==> src/rtl/flash_status_pkg.sv <==
// Shared types and status bit positions for the operation status generator.
// Assumes a data width of at least 8 bits at every user.
package flash_status_pkg;
    typedef enum logic [1:0] {
        OP_WORD_PGM = 2'd0,
        OP_ERASE    = 2'd1,
        OP_BUF_PGM  = 2'd2
    } op_kind_e;

    // Bit positions are fixed because host polling software decodes them.
    localparam int BIT_POLL = 7;
    localparam int BIT_TOG  = 6;
    localparam int BIT_TMO  = 5;
    localparam int BIT_WIN  = 3;
    localparam int BIT_ESEC = 2;
    localparam int BIT_ABT  = 1;
endpackage

==> src/rtl/fs_strobe_edge.sv <==
// Rising-edge detector for the read strobe.
// Assumes the strobe is already synchronous to clk and is high for at least one cycle.
module fs_strobe_edge (
    input  logic clk,
    input  logic rst_n,
    input  logic strobe,
    output logic rise
);
    logic strobe_q;

    // Remember the strobe level of the previous cycle.
    always_ff @(posedge clk) begin
        if (!rst_n) strobe_q <= 1'b0;
        else        strobe_q <= strobe;
    end

    assign rise = strobe & ~strobe_q;

    // a rise cannot repeat on two consecutive cycles.
    p_single_rise_r2: assert property (@(posedge clk) disable iff (!rst_n)
        rise |=> !rise);
endmodule

==> src/rtl/fs_op_tracker.sv <==
// Tracks one embedded operation: busy window, kind, polling bit and sticky flags.
// Assumes op_start, op_done and the event inputs are single-cycle pulses.
// op_start wins over op_done in the same cycle.
module fs_op_tracker
    import flash_status_pkg::*;
#(
    parameter int DW = 16
) (
    input  logic     clk,
    input  logic     rst_n,
    input  logic     op_start,
    input  op_kind_e op_kind,
    input  logic [DW-1:0] op_data,
    input  logic     op_done,
    input  logic     timeout_evt,
    input  logic     abort_evt,
    input  logic     window_evt,
    output logic     busy,
    output op_kind_e kind_q,
    output logic     poll_bit,
    output logic     tmo_flag,
    output logic     abt_flag,
    output logic     win_flag
);
    // Busy window and operation descriptor.
    always_ff @(posedge clk) begin
        if (!rst_n) begin
            busy     <= 1'b0;
            kind_q   <= OP_WORD_PGM;
            poll_bit <= 1'b0;
        end else if (op_start) begin
            busy     <= 1'b1;
            kind_q   <= op_kind;
            poll_bit <= op_data[BIT_POLL];
        end else if (op_done) begin
            busy     <= 1'b0;
        end
    end

    // Sticky condition flags, cleared when an operation begins or ends.
    always_ff @(posedge clk) begin
        if (!rst_n || op_start || op_done) begin
            tmo_flag <= 1'b0;
            abt_flag <= 1'b0;
            win_flag <= 1'b0;
        end else if (busy) begin
            if (timeout_evt)                          tmo_flag <= 1'b1;
            if (abort_evt && kind_q == OP_BUF_PGM)    abt_flag <= 1'b1;
            if (window_evt && kind_q == OP_ERASE)     win_flag <= 1'b1;
        end
    end

    // the abort flag only exists inside a buffer program.
    p_abort_buffer_only_r8: assert property (@(posedge clk) disable iff (!rst_n)
        abt_flag |-> (busy && kind_q == OP_BUF_PGM));
    // the time-limit flag never outlives the operation.
    p_tmo_within_op_r7: assert property (@(posedge clk) disable iff (!rst_n)
        tmo_flag |-> busy);
    // the window flag only exists inside an erase.
    p_window_erase_only_r9: assert property (@(posedge clk) disable iff (!rst_n)
        win_flag |-> (busy && kind_q == OP_ERASE));
    // completion drops busy at the next edge.
    p_busy_drop_r12: assert property (@(posedge clk) disable iff (!rst_n)
        (op_done && !op_start) |=> !busy);
    // start raises busy at the next edge.
    p_busy_rise_r12: assert property (@(posedge clk) disable iff (!rst_n)
        op_start |=> busy);
endmodule

==> src/rtl/fs_toggle_cell.sv <==
// One toggle status bit: cleared at operation start, inverted on each qualifying read.
// Assumes clear and step are sampled on the same edge, with clear taking priority.
module fs_toggle_cell (
    input  logic clk,
    input  logic rst_n,
    input  logic clear,
    input  logic step,
    output logic q
);
    // Hold, clear or invert the toggle state.
    always_ff @(posedge clk) begin
        if (!rst_n || clear) q <= 1'b0;
        else if (step)       q <= ~q;
    end

    // a qualifying read always changes the bit seen by the next read.
    p_toggle_step_r6: assert property (@(posedge clk) disable iff (!rst_n)
        (step && !clear) |=> (q != $past(q)));
    // without a step or clear the bit is frozen.
    p_toggle_hold_r10: assert property (@(posedge clk) disable iff (!rst_n)
        (!step && !clear) |=> $stable(q));
endmodule

==> src/rtl/flash_op_status.sv <==
// Top of the status generator. On each read strobe rise it captures either array
// data or the status word into rd_data and advances the toggle bits.
// Assumes DW >= 8 and inputs synchronous to clk.
module flash_op_status
    import flash_status_pkg::*;
#(
    parameter int DW = 16
) (
    input  logic          clk,
    input  logic          rst_n,
    input  logic          op_start,
    input  logic [1:0]    op_kind,
    input  logic [DW-1:0] op_data,
    input  logic          op_done,
    input  logic          timeout_evt,
    input  logic          abort_evt,
    input  logic          window_evt,
    input  logic          suspend,
    input  logic          sector_hit,
    input  logic          rd_strobe,
    input  logic [DW-1:0] array_data,
    output logic [DW-1:0] rd_data,
    output logic          busy
);
    localparam int NTOG = 2;   // index 0: bit 6 toggle, index 1: bit 2 toggle

    logic     rise;
    op_kind_e kind_q;
    logic     poll_bit, tmo_flag, abt_flag, win_flag;
    logic     is_erase, erase_susp, pass_array;
    logic [NTOG-1:0] tog_step, tog_q;
    logic [DW-1:0]   status_word, read_word;

    fs_strobe_edge u_edge (
        .clk    (clk),
        .rst_n  (rst_n),
        .strobe (rd_strobe),
        .rise   (rise)
    );

    fs_op_tracker #(.DW(DW)) u_track (
        .clk         (clk),
        .rst_n       (rst_n),
        .op_start    (op_start),
        .op_kind     (op_kind_e'(op_kind)),
        .op_data     (op_data),
        .op_done     (op_done),
        .timeout_evt (timeout_evt),
        .abort_evt   (abort_evt),
        .window_evt  (window_evt),
        .busy        (busy),
        .kind_q      (kind_q),
        .poll_bit    (poll_bit),
        .tmo_flag    (tmo_flag),
        .abt_flag    (abt_flag),
        .win_flag    (win_flag)
    );

    // Operation context used by the read path.
    always_comb begin
        is_erase   = busy && (kind_q == OP_ERASE);
        erase_susp = is_erase && suspend;
        pass_array = !busy || (erase_susp && !sector_hit);
    end

    // Toggle qualifiers: bit 6 on any status read outside suspend, bit 2 on erase-sector reads.
    always_comb begin
        tog_step[0] = rise && !pass_array && !erase_susp;
        tog_step[1] = rise && !pass_array && is_erase && sector_hit;
    end

    for (genvar g = 0; g < NTOG; g++) begin : g_tog
        fs_toggle_cell u_cell (
            .clk   (clk),
            .rst_n (rst_n),
            .clear (op_start),
            .step  (tog_step[g]),
            .q     (tog_q[g])
        );
    end

    // Assemble the status word; unused bits stay zero.
    always_comb begin
        status_word           = '0;
        status_word[BIT_POLL] = is_erase ? erase_susp : ~poll_bit;
        status_word[BIT_TOG]  = tog_q[0];
        status_word[BIT_TMO]  = tmo_flag;
        status_word[BIT_WIN]  = is_erase && win_flag;
        status_word[BIT_ESEC] = is_erase && tog_q[1];
        status_word[BIT_ABT]  = abt_flag;
        read_word             = pass_array ? array_data : status_word;
    end

    // Capture one read result per strobe rise.
    always_ff @(posedge clk) begin
        if (!rst_n)    rd_data <= '0;
        else if (rise) rd_data <= read_word;
    end

    // idle reads return the array word.
    p_idle_array_r3: assert property (@(posedge clk) disable iff (!rst_n)
        (rise && !busy) |=> (rd_data == $past(array_data)));
    // reserved low bits of a status word read zero.
    p_reserved_zero_r13: assert property (@(posedge clk) disable iff (!rst_n)
        (rise && !pass_array) |=> (rd_data[0] == 1'b0 && rd_data[4] == 1'b0));
    // without a strobe rise the captured word holds.
    p_hold_r2: assert property (@(posedge clk) disable iff (!rst_n)
        !rise |=> $stable(rd_data));
    // an erase in progress and not suspended never reports bit 7 set.
    p_erase_poll_r5: assert property (@(posedge clk) disable iff (!rst_n)
        (rise && is_erase && !suspend) |=> !rd_data[BIT_POLL]);
endmodule

==> config.mk <==
export PLATFORM = sky130hd
export DESIGN_NAME = flash_op_status
export DESIGN_NICKNAME = d
export VERILOG_FILES = /design/src/rtl/flash_status_pkg.sv /design/src/rtl/fs_strobe_edge.sv /design/src/rtl/fs_op_tracker.sv /design/src/rtl/fs_toggle_cell.sv /design/src/rtl/flash_op_status.sv
export SDC_FILE = /design/constraint.sdc
export NUM_CORES = 1
export LEC_CHECK = 0
export BUFFER_PORTS_ARGS = -buffer_cell sky130_fd_sc_hd__buf_4
export CORE_MARGIN = 4
export CORE_UTILIZATION = 43
export CTS_CLUSTER_DIAMETER = 50
export CTS_CLUSTER_SIZE = 10
export DETAILED_ROUTE_END_ITERATION = 10
export MAX_ROUTING_LAYER = met4
export PLACE_DENSITY = 0.84
export SETUP_SLACK_MARGIN = 0.3
export SLEW_MARGIN = 20
export SYNTH_ARGS = -nofsm -noshare
export SYNTH_HDL_FRONTEND = slang
export SYNTH_SLANG_ARGS = --single-unit
==> constraint.sdc <==
create_clock -name clk -period 2.4 [get_ports clk]
set_input_delay 0.12 -clock clk [delete_from_list [all_inputs] [get_ports clk]]
set_output_delay 0.12 -clock clk [all_outputs]
set_load 0.1 [all_outputs]
Word-level counts from Yosys, hierarchy flattened
Cells that the tools add are included.
- flip-flop bits (word level): 26
- input port bits: 44
- output and inout port bits: 17
- logic and storage cells: 44
- equal/unequal tests: 2
- mux-type cells: 4
- bitwise gates (word level): 5
- reductions and logical operators: 23
- operators by type and width (kind ; count):
    $mux W16 ; 1
    $logic_and A1 B1 Y1 ; 11
    $reduce_and A2 Y1 ; 3
    $logic_not A1 Y1 ; 5
    $not A1 Y1 ; 4
    $logic_or A1 B1 Y1 ; 3
    $mux W1 ; 3
    $eq A2 B1 Y1 const B ; 1
    $eq A2 B2 Y1 const B ; 1
    $reduce_bool A2 Y1 ; 1
    $and A1 B1 Y1 ; 1

Longest topological paths before layout
Gate-level depths: netlist of run 1.
- depth in word-level cells: 9
- mapped depth: 5
- mapped depth without buffers: 3

Modules after synthesis
A second synthesis of run 1 with hierarchy kept.
- cell total of the unflattened synthesis: 131
- area total of the unflattened synthesis: 1238.7 um^2
- modules (own cells, without submodules) (module ; times used ; cells an instance ; area an instance (um^2) ; seq. area each (um^2)):
    flash_op_status ; 1 ; 99 ; 834.6 ; 320.3
    fs_op_tracker ; 1 ; 23 ; 281.5 ; 140.1
    fs_toggle_cell ; 2 ; 3 ; 41.3 ; 20.0
    fs_strobe_edge ; 1 ; 3 ; 40.0 ; 20.0

Worst setup path before layout of run 1
Ideal clock, no wire load.
- path type: flip-flop to flip-flop
- start: reg u_track.busy
- end: reg rd_data[6]
- setup time: 75 ps
- data arrival time: 1905 ps
- data required time: 2325 ps
- path slack: 420 ps
- stages on the path, launching flop included: 4
- buffers on the path: 0
- period minus slack after synthesis: 1980 ps
- cells stage by stage: dfxtp_1 -> clkinv_1 -> or3_1 -> a31oi_1
- word-level cells in the longest chain between the ends: 5
- elaborated cells between the ends (all ways): 6
- classes of those cells: mux: 1; reduce/logical: 5
- RTL lines (item ; RTL line ; RTL):
    from (decl) ; fs_op_tracker.sv:18 ; output logic busy,
    from (signal assigned) ; fs_op_tracker.sv:28 ; busy <= 1'b0;
    from (signal assigned) ; fs_op_tracker.sv:32 ; busy <= 1'b1;
    from (signal assigned) ; fs_op_tracker.sv:36 ; busy <= 1'b0;
    $logic_and A1 B1 Y1 ; flash_op_status.sv:61 ; is_erase = busy && (kind_q == OP_ERASE);
    $logic_and A1 B1 Y1 ; flash_op_status.sv:62 ; erase_susp = is_erase && suspend;
    $logic_and A1 B1 Y1 ; flash_op_status.sv:63 ; pass_array = !busy || (erase_susp && !sector_hit);
    $logic_or A1 B1 Y1 * ; flash_op_status.sv:63 ;
    $mux W16 * ; flash_op_status.sv:91 ; read_word = pass_array ? array_data : status_word;
    to (signal assigned) ; flash_op_status.sv:97 ; else if (rise) rd_data <= read_word;
    to (decl) ; flash_op_status.sv:22 ; output logic [DW-1:0] rd_data,
Every way passes the cells marked *; elsewhere a longest branch is shown, timed or not.
A chain may end at the register's enable or synchronous reset.

Worst setup path after layout of run 1
Ends and elaborated chain as after synthesis.

==> impl_metrics.csv, run 1 <==
group,metric,value,unit
sta,worst_pin_slew,0.527,ns
finish,antennaDiodeCount,0,
sta,post-route-min-period,1.78,ns
finish,nets,213,
global_routing,track_usage,0.166,
drt,viasPerCell,5.40,
placed_design,place_congestion,0.847,
sta,clock_skew,0.00169,ns
critical_path,worstPathCellList,"clkinv_1 > or3_1 > a31oi_1",
outcome,status,"complete, no violations",
floorplan,io_pins,61,
drt,detail_route.wl_per_cell,13.6,µm
clocking,root_buffer,"clkbuf_4",
synthesis,ys_async_sr_fraction,0,
drt,post-route-drc-count,0,
clocking,clk_pin_slew,0.13,ns
drt,drt-pass1-iter-count,4,
power,pwr-share-seq,0.493,
drt,wl,2690,µm
drt,met2_length,1240,µm
sta,tns,0,ns
clocking,cts_tree,"done",
clocking,clock_latency,0.32,ns
power,combPwrFrac,0.276,
synthesis,ys_top_cells_by_count,"dfxtp_1 (26), nand2_1 (11), o211ai_1 (10)",
clocking,h-tree-depth,1,
flow_run,drv_cap,0,
sta,final_max_slew_viol_count,0,
sta,finalSetupViolations,0,
global_routing,first_global_vias,1032,
synthesis,ys_seq_elements,26,
drt,wl_met1,1150,µm
clocking,numCtsBuffers,3,
synthesis,yosysTopAreaCell,"dfxtp_1",
global_routing,antenna_found_initial,0,
synthesis,postSynthAreaPerCell,9.17,µm²
drt,num_vias,1070,
finish,fin_util,0.605,
synthesis,syn_nets,170,
min_path,worstHoldPathCells,2,
synthesis,ys.flop_type,"dfxtp_1",
floorplan,die-area,3580,µm²
global_routing,grt_pass1_wl,4440,µm
sta,fmax,561,MHz
sta,hold_ws,0.0119,ns
synthesis,syn_area,1150,µm²
min_path,hp-class,"input port to register",
critical_path,critPathMaxFanout,17,
floorplan,die_w,59.8,µm
synthesis,netlist.area_leader.share,0.451,
floorplan,fp.dieH,59.8,µm
placed_design,dpl.hpwl,1980,µm
drt,routed.top_layer,"met4",
sta,period_share,0.743,
sta,slew_headroom,0.649,
placed_design,port_buffers,45,
global_routing,grt_max_degree,24,
power,p_leak,0.621,nW
finish,area_growth,32.2,%
critical_path,end_kind,"register",
power,power_switching,0.324,mW
power,p_per_area,623,nW/µm²
floorplan,rows,18,
clocking,numClockSinks,26,
power,p_clk_frac,0.231,
floorplan,initial_core_util,0.458,
critical_path,cp.arrival,2.05,ns
synthesis,synth_cell_type_count,36,
synthesis,yosysWarningCount,0,
sta,setup_slack,0.617,ns
finish,drive_gt1_frac,0.333,
clocking,clk_path_buf_depth,2,
floorplan,core,2520,µm²
global_routing,grt_overflow,0,
synthesis,synthCells,126,
drt,antenna_left,0,
sta,rsz0062_at_grt,"false",
power,swShare,0.340,
critical_path,worstSetupPathType,"register to register",
power,p_int,0.627,mW
synthesis,synth_edf_count,0,
synthesis,yosysMostFrequentCell,"dfxtp_1",
drt,dr.first_iter.drc_count,72,
critical_path,reg2regPathDepth,3,
critical_path,worst_setup_path_start_kind,"register",
power,peakVddDrop,406,µV
clocking,postCtsResizedCells,0,
power,power,0.951,mW
synthesis,ys_seq_area_frac,0.451,
critical_path,cp_data_required_time,2.66,ns
sta,hold_viol_final,0,
drt,wl_met3,252,µm
placed_design,dp_worst_setup_slack,0.660,ns
critical_path,slowest_stage,"dfxtp_1",
synthesis,synth_area_leaders,"dfxtp_1 (45%), o211ai_1 (6.5%), nand2_1 (3.6%)",
critical_path,max_stage_delay,0.58,ns
==> final timing paths <==
path,from,endpoint,slack (ns)
hold reg to reg,rd_data[14],rd_data[14],0.47
setup / recovery,u_track.busy,rd_data[6],0.62
hold / removal,rd_strobe,u_edge.strobe_q,0.01
setup reg to reg,u_track.busy,rd_data[6],0.62
==> area by class of cell <==
| class | instances | area (µm²) |
|---|---|---|
| Timing Repair Buffer | 48 | 363 |
| Sequential cell | 26 | 520 |
| Tap cell | 30 | 37.5 |
| Inverter | 4 | 15.0 |
| Clock buffer | 4 | 36.3 |
| Fill cell | 213 | 996 |
| Multi-Input combinational cell | 86 | 554 |
==> cells in the final DEF (no fill, tap or decap), drive strengths merged, types with 2 or more instances in the layout <==
| cell type | synthesis | final |
|---|---|---|
| nand2b | 2 | 2 |
| nand2 | 11 | 11 |
| o21ai | 10 | 10 |
| clkbuf | 5 | 4 |
| o21a | 2 | 2 |
| inv | 3 | 3 |
| nor2b | 5 | 5 |
| dfxtp | 26 | 26 |
| o211ai | 10 | 10 |
| a21boi | 10 | 10 |
| a21oi | 6 | 6 |
| a31o | 2 | 2 |
| mux2i | 3 | 3 |
| a31oi | 5 | 5 |
| nor3 | 3 | 3 |
| nor2 | 2 | 2 |
| nand3b | 3 | 3 |
| buf | 5 | 47 |
| nand4 | 2 | 2 |
==> worst max-delay path, delay by kind of cell (launching register included) <==
| family | cells | cell delay [ns] |
|---|---|---|
| flops | 1 | 0.58 |
| simple gates | 1 | 0.49 |
| buf+inv | 1 | 0.50 |
| compound gates | 1 | 0.16 |
==> metal layers <==
| layer | GRT usage | vias up |
|---|---|---|
| met2 | 0.272 | 45 |
| met1 | 0.193 | 478 |
| met5 | - | - |
| met3 | 0.0324 | 5 |
| li1 | - | 542 |
| met4 | 0.0791 | 0 |
==> per-stage QoR <==
| stage | instances | area [µm²] |
|---|---|---|
| floorplan | 126 | 1150 |
| CTS | 198 | 1530 |
| finish | 198 | 1530 |
| global placement | 193 | 1480 |
| detailed placement | 193 | 1480 |
| global route | 198 | 1530 |
==> flip-flops by register name (all words and copies together) (netlist names) <==
signal and count:
u_track.kind_q 2, u_track.busy 1, u_track.win_flag 1, u_edge.strobe_q 1, u_track.abt_flag 1, u_track.poll_bit 1, g_tog.u_cell.q 2, u_track.tmo_flag 1
rd_data 16
==> kinds of logic after synthesis <==
| logic type | Yosys count | share of synthesized area |
|---|---|---|
| compound gates | 48 | 0.280 |
| simple gates | 35 | 0.169 |
| flops | 26 | 0.451 |
| buf+inv | 14 | 0.0747 |
| mux | 3 | 0.0260 |
==> power by group through the flow <==
| stage | Sequential [mW] | Combinational [mW] | Clock (mW) |
|---|---|---|---|
| after floorplan | 0.597 | 0.0677 | 0 |
| after global placement | 0.477 | 0.258 | 0 |
| after detailed placement | 0.478 | 0.262 | 0 |
| after CTS | 0.469 | 0.264 | 0.229 |
| after global routing | 0.472 | 0.278 | 0.246 |
| final | 0.469 | 0.262 | 0.220 |
==> repair_timing <==
item | CTS | global route
hold endpoints to repair | 3 | 0
setup buffers | 0 | 0
hold buffers | 1 | 0
No activity file was read; power rests on OpenSTA's default activity.
==> run 2: changes to the inputs <==
- CORE_UTILIZATION: 43 -> 39
- PLACE_DENSITY: 0.84 -> 0.81
- clock period: 2.4 -> 1.4 ns (I/O delays scaled with it)
==> impl_metrics.csv, run 2 (synthesis gave the netlist of run 1 again) <==
group,metric,value,unit
finish,antennaDiodeCount,0,
sta,final_max_slew_viol_count,0,
sta,finalSetupViolations,0,
critical_path,cp_data_required_time,1.64,ns
min_path,hold_path_end,"u_track.kind_q[1]",
sta,fmax,805,MHz
sta,post-route-min-period,1.24,ns
floorplan,initial_core_util,0.415,
power,p_leak,0.705,nW
global_routing,grt_overflow,0,
clocking,clock_latency,0.31,ns
sta,hold_viol_final,0,
global_routing,grt_pass1_wl,4860,µm
critical_path,critPathMaxFanout,7,
finish,fin_util,0.620,
floorplan,rows,19,
placed_design,dpl.hpwl,2150,µm
flow_run,drv_cap,0,
drt,post-route-drc-count,0,
clocking,numCtsBuffers,3,
min_path,hp-class,"input port to register",
critical_path,r2r_end,"rd_data[15]",
drt,num_vias,1143,
clocking,root_buffer,"clkbuf_4",
floorplan,io_pins,61,
power,swShare,0.337,
power,peakVddDrop,665,µV
critical_path,max_stage_delay,0.38,ns
clocking,numClockSinks,26,
sta,slew_headroom,0.802,
drt,dr.first_iter.drc_count,37,
clocking,clk_pin_slew,0.13,ns
clocking,cts_tree,"done",
floorplan,die-area,3900,µm²
placed_design,port_buffers,45,
sta,worst_pin_slew,0.298,ns
critical_path,path_depth,4,
global_routing,first_global_vias,1065,
drt,wl,3080,µm
critical_path,crit_start,"u_track.kind_q[1]",
critical_path,reg2reg_from,"u_track.kind_q[1]",
drt,viasPerCell,5.39,
drt,detail_route.wl_per_cell,14.5,µm
global_routing,track_usage,0.154,
critical_path,worst_setup_path_start_kind,"register",
critical_path,end_kind,"register",
finish,final_common_cell,"buf_4",
finish,area_growth,49.3,%
finish,regMostFlops,"rd_data",
global_routing,antenna_found_initial,0,
power,p_per_area,972,nW/µm²
sta,setup_slack,0.158,ns
power,pwr-share-seq,0.482,
power,power_switching,0.565,mW
drt,drt-pass1-iter-count,4,
placed_design,dp_worst_setup_slack,0.0976,ns
finish,drive_gt1_frac,0.481,
critical_path,reg2regPathDepth,4,
outcome,status,"complete, no violations",
sta,tns,0,ns
sta,period_share,0.887,
power,combPwrFrac,0.298,
critical_path,worstPathCellList,"nor4bb_4 > buf_4 > o211ai_1 > a21boi_1",
critical_path,cp.arrival,1.49,ns
floorplan,fp.dieH,62.4,µm
global_routing,grt_max_degree,24,
critical_path,rrSetupSlack,0.16,ns
power,p_int,1.11,mW
sta,rsz0062_at_grt,"true",
finish,fill_cells,242,
sta,clock_skew,0.00315,ns
critical_path,critPathTopFamily,"flip-flops",
min_path,worstHoldStart,"op_kind[1]",
finish,nets,226,
critical_path,worstSetupPathType,"register to register",
floorplan,die_w,62.4,µm
critical_path,worst-path-buf-inv,1,
clocking,h-tree-depth,1,
critical_path,slowest_stage,"dfxtp_4",
clocking,clk_path_buf_depth,2,
min_path,worstHoldPathCells,3,
finish,largest_register_ffs,16,
placed_design,place_congestion,0.803,
floorplan,core,2780,µm²
finish,reg_top3,"rd_data (16), g_tog.u_cell.q (2), u_track.kind_q (2)",
power,p_clk_frac,0.220,
drt,antenna_left,0,
finish,layout_common_cells,"buf_4 (51), dfxtp_2 (16), nand2_1 (11)",
==> run 2: cell count changes in the layout (fill, tap and decap cells not counted), moves of 2 or more <==
cell / change
buf_6: +2
a21boi_0: -4
dfxtp_2: +16
buf_4: +4
dlygate4sd3_1: +6
dfxtp_1: -19
a21boi_1: +4
dfxtp_4: +3
==> run 2: metrics by stage <==
| stage | total power [mW] | hold WS (ns) | std cells | instance area [µm²] |
|---|---|---|---|---|
| floorplan | 1.15 | 0.149 | 126 | 1190 |
| global placement | 1.27 | 0.278 | 196 | 1530 |
| detailed placement | 1.28 | 0.279 | 196 | 1530 |
| CTS | 1.67 | 0.00358 | 206 | 1640 |
| global route | 1.76 | 0.00630 | 212 | 1720 |
| finish | 1.68 | 0.0113 | 212 | 1720 |
==> run 2: worst max path at each step <==
stage / slack [ns] / to
after floorplan: 0.17 / rd_data[6]
after global placement: 0.18 / rd_data[1]
after detailed placement: 0.1 / rd_data[10]
after CTS: 0.12 / rd_data[15]
after global routing: 0.07 / rd_data[10]
final: 0.16 / rd_data[15]
==> run 2: area by class of cell <==
type	instances	area, µm²	share of cell area
tap	31	38.8	0.0225
clock buffer	4	36.3	0.0210
inverter	4	20.0	0.0116
timing repair buffer	61	490	0.284
multi-input combinational	86	587	0.340
sequential	26	552	0.320
==> run 2: tightest hold or removal path: stages <==
cell	delay, ns
buf_4	0.08
mux2i_1	0.05
nor2b_1	0.09
==> run 2: timing repair <==
| item | CTS | global route |
|---|---|---|
| hold endpoints to repair | 5 | 4 |
| gates resized for setup | 12 | 7 |
| setup buffers | 2 | 2 |
| gates cloned | 1 | 0 |
| pin swaps | 9 | 17 |
| endpoints found under the setup margin | 17 | 20 |
| hold buffers | 3 | 4 |
==> run 2: routing by layer <==
layer	global-route usage	share of wire	vias up
li1	-	-	568
met1	0.192	0.44	528
met2	0.241	0.49	45
met3	0.0414	0.072	2
met4	0.0504	0.0026	0
met5	-	0	-
==> run 2: power by group through the flow <==
stage / registers (mW) / logic (mW) / clock network (mW)
after floorplan: 1.03 / 0.118 / 0
after global placement: 0.825 / 0.448 / 0
after detailed placement: 0.828 / 0.457 / 0
after CTS: 0.807 / 0.479 / 0.381
after global routing: 0.813 / 0.527 / 0.422
final: 0.808 / 0.498 / 0.369
==> run 3: changes to the inputs <==
- CORE_MARGIN: 4 -> unset
==> impl_metrics.csv, run 3 (synthesis gave the netlist of run 1 again) <==
group,metric,value,unit
critical_path,worstSetupPathType,"register to register",
critical_path,worstPathCellList,"nor4bb_4 > buf_4 > or3_1 > a31oi_1",
clocking,clk_pin_slew,0.14,ns
critical_path,slowest_stage,"dfxtp_4",
critical_path,critPathTopFamily,"simple AND/OR/NAND/NOR gates",
global_routing,first_global_vias,1121,
drt,detail_route.wl_per_cell,14.0,µm
placed_design,place_congestion,0.805,
floorplan,initial_core_util,0.415,
finish,drive_gt1_frac,0.503,
placed_design,dpl.hpwl,2090,µm
critical_path,cp_data_required_time,1.64,ns
finish,area_growth,51.0,%
clocking,h-tree-depth,1,
global_routing,track_usage,0.193,
finish,seqCellArea,552,µm²
floorplan,core,2780,µm²
finish,nets,228,
sta,final_max_slew_viol_count,0,
sta,rsz0062_at_grt,"true",
finish,regMostFlops,"rd_data",
clocking,clk_path_buf_depth,2,
critical_path,end_kind,"register",
sta,period_share,0.884,
placed_design,port_buffers,45,
global_routing,grt_pass1_wl,4760,µm
clocking,numCtsBuffers,3,
finish,antennaDiodeCount,0,
critical_path,critPathMaxFanout,5,
floorplan,io_pins,61,
finish,multi_input_area,593,µm²
critical_path,worst-path-buf-inv,1,
critical_path,max_stage_delay,0.38,ns
sta,clock_skew,0.00831,ns
drt,viasPerCell,5.42,
flow_run,drv_cap,0,
power,p_per_area,969,nW/µm²
floorplan,die-area,3180,µm²
sta,slew_headroom,0.792,
outcome,status,"complete, no violations",
drt,num_vias,1160,
finish,largest_register_ffs,16,
critical_path,worst_setup_path_start_kind,"register",
drt,drt-pass1-iter-count,4,
clocking,root_buffer,"clkbuf_4",
sta,fmax,808,MHz
finish,fin_util,0.627,
power,p_leak,0.715,nW
finish,fill_cells,236,
finish,final_common_cell,"buf_4",
critical_path,cp.arrival,1.48,ns
finish,layout_common_cells,"buf_4 (53), dfxtp_2 (16), nand2_1 (11)",
drt,wl,2990,µm
clocking,cts_tree,"done",
floorplan,die_w,56.4,µm
min_path,hp-class,"input port to register",
power,peakVddDrop,607,µV
sta,post-route-min-period,1.24,ns
clocking,numClockSinks,26,
sta,finalSetupViolations,0,
floorplan,fp.dieH,56.4,µm
global_routing,grt_max_degree,24,
clocking,clock_latency,0.32,ns
drt,dr.first_iter.drc_count,27,
global_routing,antenna_found_initial,0,
drt,antenna_left,0,
finish,reg_top3,"rd_data (16), g_tog.u_cell.q (2), u_track.kind_q (2)",
power,power,1.69,mW
sta,hold_viol_final,0,
sta,tns,0,ns
global_routing,grt_overflow,0,
sta,worst_pin_slew,0.311,ns
drt,post-route-drc-count,0,
floorplan,rows,19,
[run 3: tightest hold or removal path, delay by kind of cell]
kind | cells | cell delay, ns
AOI/OAI and AO/OA | 2 | 0.13
buffers and inverters | 1 | 0.11
[run 3: worst paths after layout]
check | cells after the start | end | slack [ns] | from
setup / recovery | 4 | rd_data[6] | 0.16 | u_track.kind_q[0]
hold / removal | 3 | rd_data[14] | 0.01 | array_data[14]
setup reg to reg | 4 | rd_data[6] | 0.16 | u_track.kind_q[0]
hold reg to reg | 2 | rd_data[14] | 0.46 | rd_data[14]
[run 3: through the flow]
stage | instances | area (µm²) | hold WS, ns | setup WS (ns)
after detailed placement | 196 | 1530 | 0.275 | 0.0359
after floorplan | 126 | 1190 | 0.149 | 0.171
after global placement | 196 | 1530 | 0.273 | 0.156
after CTS | 209 | 1680 | 0.00474 | 0.162
final | 214 | 1740 | 0.0110 | 0.163
after global routing | 214 | 1740 | 0.00364 | 0.0535
[run 3: area by class of cell]
cell class	instances	share of cell area
Multi-Input combinational cell	86	0.340
Timing Repair Buffer	63	0.289
Inverter	4	0.0115
Sequential cell	26	0.316
Tap cell	31	0.0222
Clock buffer	4	0.0208
[run 3: power by group]
group,switching (mW),internal [mW]
Clock,0.216,0.159
Combinational,0.331,0.176
Sequential,0.0264,0.781
[run 3: what timing repair did]
item                                    4_1_cts  5_1_grt
gates resized for setup                      13        8
gates cloned                                  1        0
endpoints found under the setup margin       17       19
hold buffers                                  5        3
setup buffers                                 3        2
pin swaps                                     8       11
endpoints found under the hold margin         7        3
[run 3: per-layer routing]
layer  global-route usage  vias up  wire length, µm
met5                    -        -                0
met2                0.347       41             1500
li1                     -      571                -
met3               0.0323        2              164
met1                0.213      546             1310
met4               0.0697        0               15
